$ cat config.mk
export PLATFORM = sky130hd
export DESIGN_NAME = shadow_attr_router
export DESIGN_NICKNAME = d
export VERILOG_FILES = /design/src/rtl/shadow_attr_pkg.sv /design/src/rtl/shadow_attr_regs.sv /design/src/rtl/shadow_seg_lookup.sv /design/src/rtl/shadow_steer.sv /design/src/rtl/shadow_attr_router.sv
export SDC_FILE = /design/constraint.sdc
export NUM_CORES = 1
export LEC_CHECK = 0
export BUFFER_PORTS_ARGS = -buffer_cell sky130_fd_sc_hd__buf_4
export CORE_UTILIZATION = 40
export CTS_BUF_LIST = sky130_fd_sc_hd__clkbuf_4 sky130_fd_sc_hd__clkbuf_8
export DETAILED_ROUTE_END_ITERATION = 8
export PLACE_DENSITY = 0.69
export SYNTH_ARGS = -nofsm -noshare
export SYNTH_HDL_FRONTEND = slang
export SYNTH_HIERARCHICAL = 1
export SYNTH_SLANG_ARGS = --single-unit
$ cat constraint.sdc
create_clock -name clk -period 3.04 [get_ports clk]
set_input_delay 0.608 -clock clk [delete_from_list [all_inputs] [get_ports clk]]
set_output_delay 0.608 -clock clk [all_outputs]
set_load 0.01 [all_outputs]
$ cat src/rtl/shadow_attr_pkg.sv
package shadow_attr_pkg;
    localparam int ATTR_REGS = 7;
    localparam int CFG_AW    = 8;
    localparam logic [CFG_AW-1:0] CFG_BASE = 8'h59;
    localparam int SEG_W     = 4;
    localparam int RE_BIT    = 0;
    localparam int WE_BIT    = 1;

    typedef logic [ATTR_REGS-1:0][7:0] attr_bank_t;

    typedef struct packed {
        attr_bank_t bank;
    } attr_state_t;
endpackage

$ cat src/rtl/shadow_attr_regs.sv
module shadow_attr_regs
    import shadow_attr_pkg::*;
(
    input  logic              clk,
    input  logic              rst_n,
    input  logic              cfg_wr_en,
    input  logic [1:0]        cfg_nib_en,
    input  logic [CFG_AW-1:0] cfg_addr,
    input  logic [7:0]        cfg_wdata,
    output logic [7:0]        cfg_rdata,
    output attr_bank_t        bank
);
    localparam int IDX_W = $clog2(ATTR_REGS);

    attr_state_t st_d, st_q;
    logic [CFG_AW-1:0] rel_off;
    logic              hit;
    logic [IDX_W-1:0]  idx;

    always_comb begin
        rel_off = cfg_addr - CFG_BASE;
        hit     = (cfg_addr >= CFG_BASE) && (rel_off < CFG_AW'(ATTR_REGS));
        idx     = rel_off[IDX_W-1:0];
        st_d    = st_q;
        if (cfg_wr_en && hit) begin
            if (cfg_nib_en[0]) st_d.bank[idx][3:0] = cfg_wdata[3:0];
            if (cfg_nib_en[1]) st_d.bank[idx][7:4] = cfg_wdata[7:4];
        end
        cfg_rdata = hit ? st_q.bank[idx] : 8'h00;
    end

    always_ff @(posedge clk) begin
        if (!rst_n) st_q <= '0;
        else        st_q <= st_d;
    end

    assign bank = st_q.bank;

    // a write to an offset outside the bank leaves every attribute as it was
    p_ignore_offset_r13: assert property (@(posedge clk) disable iff (!rst_n)
        (cfg_wr_en && !hit) |=> $stable(st_q.bank));

    // with the high enable clear, the high nibble of the target byte holds
    p_keep_high_r3: assert property (@(posedge clk) disable iff (!rst_n)
        (cfg_wr_en && hit && !cfg_nib_en[1]) |=>
        (st_q.bank[$past(idx)][7:4] == $past(st_q.bank[idx][7:4])));

    // with the low enable clear, the low nibble of the target byte holds
    p_keep_low_r3: assert property (@(posedge clk) disable iff (!rst_n)
        (cfg_wr_en && hit && !cfg_nib_en[0]) |=>
        (st_q.bank[$past(idx)][3:0] == $past(st_q.bank[idx][3:0])));
endmodule

$ cat src/rtl/shadow_seg_lookup.sv
module shadow_seg_lookup
    import shadow_attr_pkg::*;
#(
    parameter int ADDR_W  = 20,
    parameter int SMALL_W = 14,
    parameter int LARGE_W = 16
) (
    input  logic [ADDR_W-1:0] addr,
    output logic              in_win,
    output logic [SEG_W-1:0]  seg_idx
);
    localparam int SUB_W = ADDR_W - 2 - SMALL_W;

    logic top_seg;
    logic [SUB_W-1:0] sub;

    always_comb begin
        in_win  = &addr[ADDR_W-1:ADDR_W-2];
        top_seg = &addr[ADDR_W-1:LARGE_W];
        sub     = addr[ADDR_W-3:SMALL_W];
        if (!in_win)      seg_idx = '0;
        else if (top_seg) seg_idx = SEG_W'(1);
        else              seg_idx = SEG_W'(sub) + SEG_W'(2);
    end

    // no address in the window resolves to the reserved index
    always_comb begin
        if (in_win) begin
            p_no_reserved_r7: assert (seg_idx != '0 && seg_idx <= SEG_W'(2 * ATTR_REGS - 1));
        end
    end
endmodule

$ cat src/rtl/shadow_steer.sv
module shadow_steer
    import shadow_attr_pkg::*;
(
    input  logic       valid,
    input  logic       write,
    input  logic       in_win,
    input  logic [3:0] attr,
    output logic       dram_sel,
    output logic       fwd_sel
);
    logic allow;

    always_comb begin
        allow    = write ? attr[WE_BIT] : attr[RE_BIT];
        dram_sel = valid && (!in_win || allow);
        fwd_sel  = valid && in_win && !allow;
    end
endmodule

$ cat src/rtl/shadow_attr_router.sv
module shadow_attr_router
    import shadow_attr_pkg::*;
#(
    parameter int ADDR_W = 20,
    parameter int DATA_W = 32,
    localparam int BE_W  = DATA_W / 8
) (
    input  logic              clk,
    input  logic              rst_n,
    input  logic              cfg_wr_en,
    input  logic [1:0]        cfg_nib_en,
    input  logic [CFG_AW-1:0] cfg_addr,
    input  logic [7:0]        cfg_wdata,
    output logic [7:0]        cfg_rdata,
    input  logic              mem_valid,
    input  logic              mem_write,
    input  logic [ADDR_W-1:0] mem_addr,
    input  logic [DATA_W-1:0] mem_wdata,
    input  logic [BE_W-1:0]   mem_be,
    output logic              dram_sel,
    output logic              fwd_sel,
    output logic [ADDR_W-1:0] out_addr,
    output logic              out_write,
    output logic [DATA_W-1:0] out_wdata,
    output logic [BE_W-1:0]   out_be
);
    attr_bank_t       bank;
    logic             in_win;
    logic [SEG_W-1:0] seg_idx;
    logic [3:0]       seg_attr;
    logic [7:0]       seg_byte;

    shadow_attr_regs u_regs (
        .clk       (clk),
        .rst_n     (rst_n),
        .cfg_wr_en (cfg_wr_en),
        .cfg_nib_en(cfg_nib_en),
        .cfg_addr  (cfg_addr),
        .cfg_wdata (cfg_wdata),
        .cfg_rdata (cfg_rdata),
        .bank      (bank)
    );

    shadow_seg_lookup #(.ADDR_W(ADDR_W)) u_lookup (
        .addr   (mem_addr),
        .in_win (in_win),
        .seg_idx(seg_idx)
    );

    always_comb begin
        seg_byte = bank[seg_idx[SEG_W-1:1]];
        seg_attr = seg_idx[0] ? seg_byte[7:4] : seg_byte[3:0];
    end

    shadow_steer u_steer (
        .valid   (mem_valid),
        .write   (mem_write),
        .in_win  (in_win),
        .attr    (seg_attr),
        .dram_sel(dram_sel),
        .fwd_sel (fwd_sel)
    );

    assign out_addr  = mem_addr;
    assign out_write = mem_write;
    assign out_wdata = mem_wdata;
    assign out_be    = mem_be;

    p_onehot_r11: assert property (@(posedge clk) disable iff (!rst_n)
        mem_valid |-> $onehot({dram_sel, fwd_sel}));

    p_idle_r11: assert property (@(posedge clk) disable iff (!rst_n)
        !mem_valid |-> !(dram_sel || fwd_sel));

    p_below_window_r10: assert property (@(posedge clk) disable iff (!rst_n)
        (mem_valid && !in_win) |-> dram_sel);

    p_pass_r12: assert property (@(posedge clk) disable iff (!rst_n)
        (out_addr == mem_addr) && (out_wdata == mem_wdata) && (out_be == mem_be));
endmodule

Word level (Yosys, flattened, before mapping):

Cells that the tools add are included.
W data, S select, Z words.

* $add $sub $neg: 2
* $lt $le $gt $ge: 5
* mux-type cells: 18
* reduce and logical (&&, ||, !) cells: 11

Operators by type and width (count)
* $mux W56: 3
* $bwmux W56: 2
* $bmux W8 S3: 2
* $demux W8 S3: 2
* $mux W8: 3
* $mux W4: 3
* $ge A8 B7 Y1 const B: 1
* $lt A3 B4 Y1 const B: 2
* $lt A8 B3 Y1 const B: 1
* $sub A8 B7 Y8 const B: 1
* $logic_and A1 B1 Y1: 6
* $mux W6: 1
* $add A4 B2 Y4 const B: 1
* $reduce_and A4 Y1: 1
* $ge A3 B1 Y1 const B: 1
* $logic_not A1 Y1: 2
* $mux W2: 1
* $reduce_and A2 Y1: 1
* $logic_or A1 B1 Y1: 1
* $mux W1: 1

* register bits: 56
* output and inout port bits: 67
* logic and storage cells: 43

Depth between registers and ports, before layout:

Gate-level depths: netlist of run 1.

* word-level depth: 10
* gate-level depth with buffers: 10
* depth with buffers taken out: 8

Hierarchy:

Netlist of run 1, hierarchy kept.

Modules (own cells, without submodules)
* shadow_attr_regs: instances 1, cells each 316, area an instance 2962.8 µm²
* shadow_attr_router: instances 1, cells each 99, area an instance 945.9 µm²
* shadow_seg_lookup: instances 1, cells each 11, area an instance 71.3 µm²
* shadow_steer: instances 1, cells each 3, area an instance 23.8 µm²

Worst setup path after synthesis of run 1:

Ideal clock, no wire load.

* path kind: in2out
* from: input port cfg_addr[0]
* to: output port cfg_rdata[4]
* arrival time: 2684 ps
* required time: 2432 ps
* path slack: -252 ps
* cell stages on the path: 8
* path through: buf_4 > inv_1 > ha_1 > nand2b_4 > a211o_4 > a221oi_2 > o21ai_1 > a2111oi_1

* longest elaborated chain between the ends: 4
* elaborated cells on any way between the ends: 7
* classes of those cells: 1 x add/sub; 2 x order compare; 3 x mux; 1 x reduce/logical

RTL lines
* from (decl): line shadow_attr_router.sv:12 `input logic [CFG_AW-1:0] cfg_addr,`
* $sub A8 B7 Y8: line shadow_attr_regs.sv:21 `rel_off = cfg_addr - CFG_BASE;`
* $lt A8 B3 Y1 / $bmux W8 S3 (equally long branches): line shadow_attr_regs.sv:22, shadow_attr_regs.sv:29
* $logic_and A1 B1 Y1 / $mux W8 (equally long branches): line shadow_attr_regs.sv:22, shadow_attr_regs.sv:29
* $mux W8 *: line shadow_attr_regs.sv:29 `cfg_rdata = hit ? st_q.bank[idx] : 8'h00;`
* to (decl): line shadow_attr_router.sv:14 `output logic [7:0] cfg_rdata,`

Every way passes the cells marked *; elsewhere a longest branch is shown, timed or not. The select of a mux whose other input is x is not followed.

Worst setup path after layout of run 1:

* from: input port mem_addr[16]
* to: output port fwd_sel

* longest elaborated chain between the ends: 9
* elaborated cells on any way between the ends: 10
* classes of those cells: 1 x add/sub; 6 x mux; 3 x reduce/logical

RTL lines
* from (decl): line shadow_attr_router.sv:17 `input logic [ADDR_W-1:0] mem_addr,`
* $add A4 B2 Y4 / $reduce_and A4 Y1 (equally long branches): line shadow_seg_lookup.sv:23, shadow_seg_lookup.sv:19
* $mux W4 *: line shadow_seg_lookup.sv:22 `else if (top_seg) seg_idx = SEG_W'(1);`
* $mux W4 *: line shadow_seg_lookup.sv:21 `if (!in_win) seg_idx = '0;`
* named net seg_idx[2]: line shadow_attr_router.sv:29 `logic [SEG_W-1:0] seg_idx;`
* $bmux W8 S3 *: line shadow_attr_router.sv:51 `seg_byte = bank[seg_idx[SEG_W-1:1]];`
* $mux W6 (implied by the code) *: line shadow_attr_router.sv:51
* $mux W2 *: line shadow_attr_router.sv:52 `seg_attr = seg_idx[0] ? seg_byte[7:4] : seg_byte[3:0];`
* named net seg_attr[1]: line shadow_attr_router.sv:30 `logic [3:0] seg_attr;`
* $mux W1 *: line shadow_steer.sv:14 `allow = write ? attr[WE_BIT] : attr[RE_BIT];`
* $logic_not A1 Y1 *: line shadow_steer.sv:16 `fwd_sel = valid && in_win && !allow;`
* $logic_and A1 B1 Y1 *: line shadow_steer.sv:16
* to (decl): line shadow_attr_router.sv:21 `output logic fwd_sel,`

The timed path passes the listed nets; every way through them passes the cells marked *. The select of a mux whose other input is x is not followed.

==> results of run 1 <==
==> worst max-delay path: cells and delay by family <==
family	cells	cell delay, ps
multiplexers	3	650
buffers and inverters	4	430
AO/OA/AOI/OAI	2	330
adder cells (fa/ha/maj)	1	250
AND/OR/NAND/NOR	1	160
==> where the power goes <==
group	internal [mW]	switching, mW
Sequential	0.733	0.000374
Combinational	0.140	0.195
Clock	0.204	0.231
==> layout by cell type (no fill, tap or decap), types with 5 or more instances in the layout <==
cell type	instances
nor2_1	22
mux2i_1	47
o211ai_1	18
nor3_1	6
buf_4	79
nand2_1	54
dfxtp_1	56
nand2b_2	5
o31ai_1	16
nor3_2	5
mux4_2	8
nor2b_1	19
buf_6	8
clkbuf_8	6
==> final cells by class <==
| type | instances | area (um2) | area share |
|---|---|---|---|
| multi-input cells | 268 | 2320 | 0.520 |
| flip-flops and latches | 56 | 1120 | 0.251 |
| repair buffers | 92 | 758 | 0.170 |
| well taps | 111 | 139 | 0.0311 |
| clock buffers | 8 | 97.6 | 0.0218 |
| inverters | 6 | 28.8 | 0.00644 |
==> per-layer routing <==
| layer | share of wire | GRT usage | vias to the layer above |
|---|---|---|---|
| met1 | 0.43 | 0.248 | 1491 |
| met5 | 0 | 0 | - |
| met4 | 0.035 | 0.117 | 0 |
| met2 | 0.48 | 0.349 | 119 |
| li1 | - | - | 1462 |
| met3 | 0.062 | 0.0355 | 29 |
==> final timing paths <==
check,from,to,slack [ps]
setup reg to reg,u_regs/bank[29]$_SDFFE_PN0P_,u_regs/bank[29]$_SDFFE_PN0P_,2290
setup / recovery,mem_addr[16],fwd_sel,-20
hold / removal,u_regs/bank[10]$_SDFFE_PN0P_,u_regs/bank[10]$_SDFFE_PN0P_,460
hold reg to reg,u_regs/bank[10]$_SDFFE_PN0P_,u_regs/bank[10]$_SDFFE_PN0P_,460
==> what timing repair did <==
item / in CTS / in global routing
gates resized for setup: 15 / 23
gates cloned: 1 / 0
buffers inserted: 2 / 6
pin swaps: 2 / 10
setup endpoints to repair: 6 / 10
==> results.yml, run 1 <==
place:
  dp_hpwl_um: 7080
  routabilityCongestion: 0.913
  place_area_mm2: 0.00411
  dp.cells: 524
  port_buffers: 45
  post-place-ws_ps: -93.0
sta:
  finalSetupTns_ps: -25.1
  hold_violations: 0
  rsz0062_at_grt: "yes"
  fmax_ghz: 0.327
  whs_ps: 464
  period_share: 1.01
  period_needed_ps: 3060
  finalSetupViolations: 2
  tightest_slew_ps: 594
  fin_ws_ps: -20.0
  slew_headroom: 0.602
  drv_slew: 0
  skew_ps: 0
final_layout:
  nNetsFinal: 511
  drive_above_1_share: 0.374
  antenna_cells: 0
  final_cells: 541
  largest_register_ffs: 56
  n_fill_cell: 826
  utilization: 0.486
  area_growth_pct: 18.6
  stdcell_area_mm2: 0.00447
power_and_ir_drop:
  power_mw: 1.51
  ir_drop_mv: 0.180
  powerDensity_mw_per_mm2: 337
  p_leak_nw: 1.52
synthesis:
  syn_inst: 411
  avgSynthCellArea_um2: 9.17
  synth_area_mm2: 0.00377
  yosysWarnings: 6
  synth_fp_nets: 493
floorplan:
  pin_count: 146
  die_h_um: 99.1
  rows: 35
  start_util: 0.410
  dieWidth_um: 99.1
  die-area_mm2: 0.00981
  core_mm2: 0.00920
worst_setup_path:
  critPathLaunchType: "input pin"
  r2r_cells: 2
  crit_path_end_kind: "primary output"
  crit_arrival_ps: 2450
  path_cells: "buf_8, ha_4, inv_2, a211oi_4, buf_6, mux2i_1, mux4_2, o21ai_2, mux2i_1, and3_1, buf_6"
  slowest_delay_ps: 480
  critPathRequiredTime_ps: 2430
  crit_fanout: 6
  worst-setup-path-type: "input pin to primary output"
  cp_slowest_cell: "mux4_2"
cts:
  cts.sinks: 56
  cts-root-buf: "clkbuf_8"
  numCtsBuffers: 5
  htree_levels: 2
  clkTransAtPathRegs_ps: 90
  clkLatencyLatePin_ps: 310
  cts_buffer_depth: 2
  cts_tree: "built"
  cts_hold_buf: 0
route:
  drtPass1Iterations: 5
  wire_per_inst_um: 18.3
  initialDrtViolationCount: 274
  route.detailed.drc: 0
  via_count: 3101
  wl_um: 9920
  viasPerCell: 5.73
  detail-route-antenna-nets: 0
global_routing:
  grt_max_degree: 65
  gr-usage-all-layers: 0.206
  grt_pass1_wl_um: 15900
  antenna_found_initial: 0
  first_global_vias: 3170
  gr-total-overflow: 0
outcome:
  violations: "negative setup slack"
  status: "complete, but fails checks"
min_path:
  hp-class: "register to register"
  holdPathStages: 2
run:
  maxCapViolations: 0
Power figures use the tool's default switching activity.
==> run 2, diff against run 1 <==
--- a/config.mk
+++ b/config.mk
@@ -6,10 +6,10 @@
 export NUM_CORES = 1
 export LEC_CHECK = 0
 export BUFFER_PORTS_ARGS = -buffer_cell sky130_fd_sc_hd__buf_4
-export CORE_UTILIZATION = 40
+export CORE_MARGIN = 2
+export CORE_UTILIZATION = 32
 export CTS_BUF_LIST = sky130_fd_sc_hd__clkbuf_4 sky130_fd_sc_hd__clkbuf_8
 export DETAILED_ROUTE_END_ITERATION = 8
-export PLACE_DENSITY = 0.69
 export SYNTH_ARGS = -nofsm -noshare
 export SYNTH_HDL_FRONTEND = slang
 export SYNTH_HIERARCHICAL = 1
==> run 2 against run 1 <==
- flip-flop and latch count is the same
- via count shrank 2.3%
- the flow still finishes with violations (negative setup slack)
- design area is 0.14% higher
- final cell count rose by 6.3%
- largest power group unchanged
- clock power up 20%
- utilization decreased by 9.6 points
- global-route usage down 5.0 points
- clock skew is the same
- critical path depth stayed put
- non-clock buffer count increased by 2
==> results.yml, run 2 (same netlist as run 1, synthesis figures left out) <==
floorplan:
  rows: 39
  dieWidth_um: 113
  start_util: 0.329
  pin_count: 146
  die_h_um: 113
  die-area_mm2: 0.0127
  core_mm2: 0.0115
min_path:
  hp-class: "register to register"
power_and_ir_drop:
  powerDensity_mw_per_mm2: 353
  p_leak_nw: 1.52
  power_mw: 1.58
  ir_drop_mv: 0.186
sta:
  fin_ws_ps: -8.19
  period_needed_ps: 3050
  whs_ps: 464
  hold_violations: 0
  skew_ps: 0
  period_share: 1.00
  tightest_slew_ps: 613
  rsz0062_at_grt: "yes"
  finalSetupTns_ps: -9.05
  finalSetupViolations: 2
  fmax_ghz: 0.328
  slew_headroom: 0.591
  drv_slew: 0
final_layout:
  final_common_cell: "buf_4"
  area_growth_pct: 18.7
  final_cells: 575
  stdcell_area_mm2: 0.00447
  utilization: 0.390
  drive_above_1_share: 0.366
  largest_register_ffs: 56
  nNetsFinal: 513
  final_cell_mix: "buf_4, dfxtp_1, nand2_1"
  antenna_cells: 0
  multiInputGateArea_mm2: 0.00227
  seq_area_mm2: 0.00112
  n_fill_cell: 1132
place:
  post-place-ws_ps: -99.9
  routabilityCongestion: 0.858
  dp.cells: 563
  dp_hpwl_um: 7310
  place_area_mm2: 0.00420
  port_buffers: 45
global_routing:
  gr-total-overflow: 0
  gr-usage-all-layers: 0.156
  antenna_found_initial: 0
  grt_pass1_wl_um: 15900
  first_global_vias: 3074
  grt_max_degree: 65
worst_setup_path:
  path_cells: "buf_8, ha_4, inv_2, a211oi_4, buf_6, mux4_2, a22oi_2, o21ai_2, mux2i_1, and3_1, buf_6"
  crit_path_end_kind: "primary output"
  crit_arrival_ps: 2440
  crit_top_cell: "buf_6"
  worst-setup-path-type: "input pin to primary output"
  worst-path-buf-inv: 4
  critPathLaunchType: "input pin"
  cp_slowest_cell: "mux4_2"
  slowest_delay_ps: 320
  crit_family: "compound AO/OA/AOI/OAI gates"
  critPathRequiredTime_ps: 2430
  crit_fanout: 6
cts:
  htree_levels: 2
  cts-root-buf: "clkbuf_8"
  cts_tree: "built"
  cts.sinks: 56
  cts_buffer_depth: 2
  clkTransAtPathRegs_ps: 100
  numCtsBuffers: 5
  clkLatencyLatePin_ps: 300
  cts_hold_buf: 0
route:
  viasPerCell: 5.27
  drtPass1Iterations: 4
  route.met3.wl_um: 520
  wl_um: 9930
  route.detailed.drc: 0
  wire_per_inst_um: 17.3
  top_layer_used: "met4"
  detail-route-antenna-nets: 0
  wl_met2_um: 4690
  met1Wirelength_um: 4460
  initialDrtViolationCount: 120
  via_count: 3029
outcome:
  violations: "negative setup slack"
  status: "complete, but fails checks"
run:
  maxCapViolations: 0
==> run 2: path summary, 6_finish.rpt <==
| check | from | to | slack, ps | cells past startpoint |
|---|---|---|---|---|
| setup / recovery | mem_addr[15] | fwd_sel | -8 | 11 |
| hold / removal | u_regs/bank[34]$_SDFFE_PN0P_ | u_regs/bank[34]$_SDFFE_PN0P_ | 460 | 2 |
| setup reg to reg | u_regs/bank[41]$_SDFFE_PN0P_ | u_regs/bank[41]$_SDFFE_PN0P_ | 2330 | 2 |
| hold reg to reg | u_regs/bank[34]$_SDFFE_PN0P_ | u_regs/bank[34]$_SDFFE_PN0P_ | 460 | 2 |
==> run 2: per-layer routing <==
layer  vias to the layer above  global-route usage
li1                       1464                   -
met1                      1443               0.203
met2                        87               0.259
met3                        35              0.0281
met4                         0              0.0569
met5                         -                   0
==> run 2: repair_timing <==
action | in CTS | in global routing
pin swaps | 8 | 8
gates cloned | 1 | 0
endpoints found under the setup margin | 6 | 10
setup buffers | 1 | 2
gates resized for setup | 15 | 12
==> run 2: cell type report <==
| class | instances | area share |
|---|---|---|
| Clock buffer | 6 | 0.0185 |
| Clock inverter | 2 | 0.00867 |
| Inverter | 6 | 0.00643 |
| Multi-Input combinational cell | 268 | 0.508 |
| Sequential cell | 56 | 0.251 |
| Tap cell | 143 | 0.0400 |
| Timing Repair Buffer | 94 | 0.168 |
==> run 2: tightest hold or removal path, delay by kind of cell (launching register included) <==
family	cells	cell delay, ps
muxes	1	50
and+or+nand+nor	1	50
DFF	1	320
==> run 2: power breakdown <==
part,total (mW),switching [mW],internal [mW],leakage [nW]
sequential,0.734,0.000364,0.734,0.451
combinational,0.324,0.188,0.137,1.01
clock,0.520,0.250,0.270,0.0614
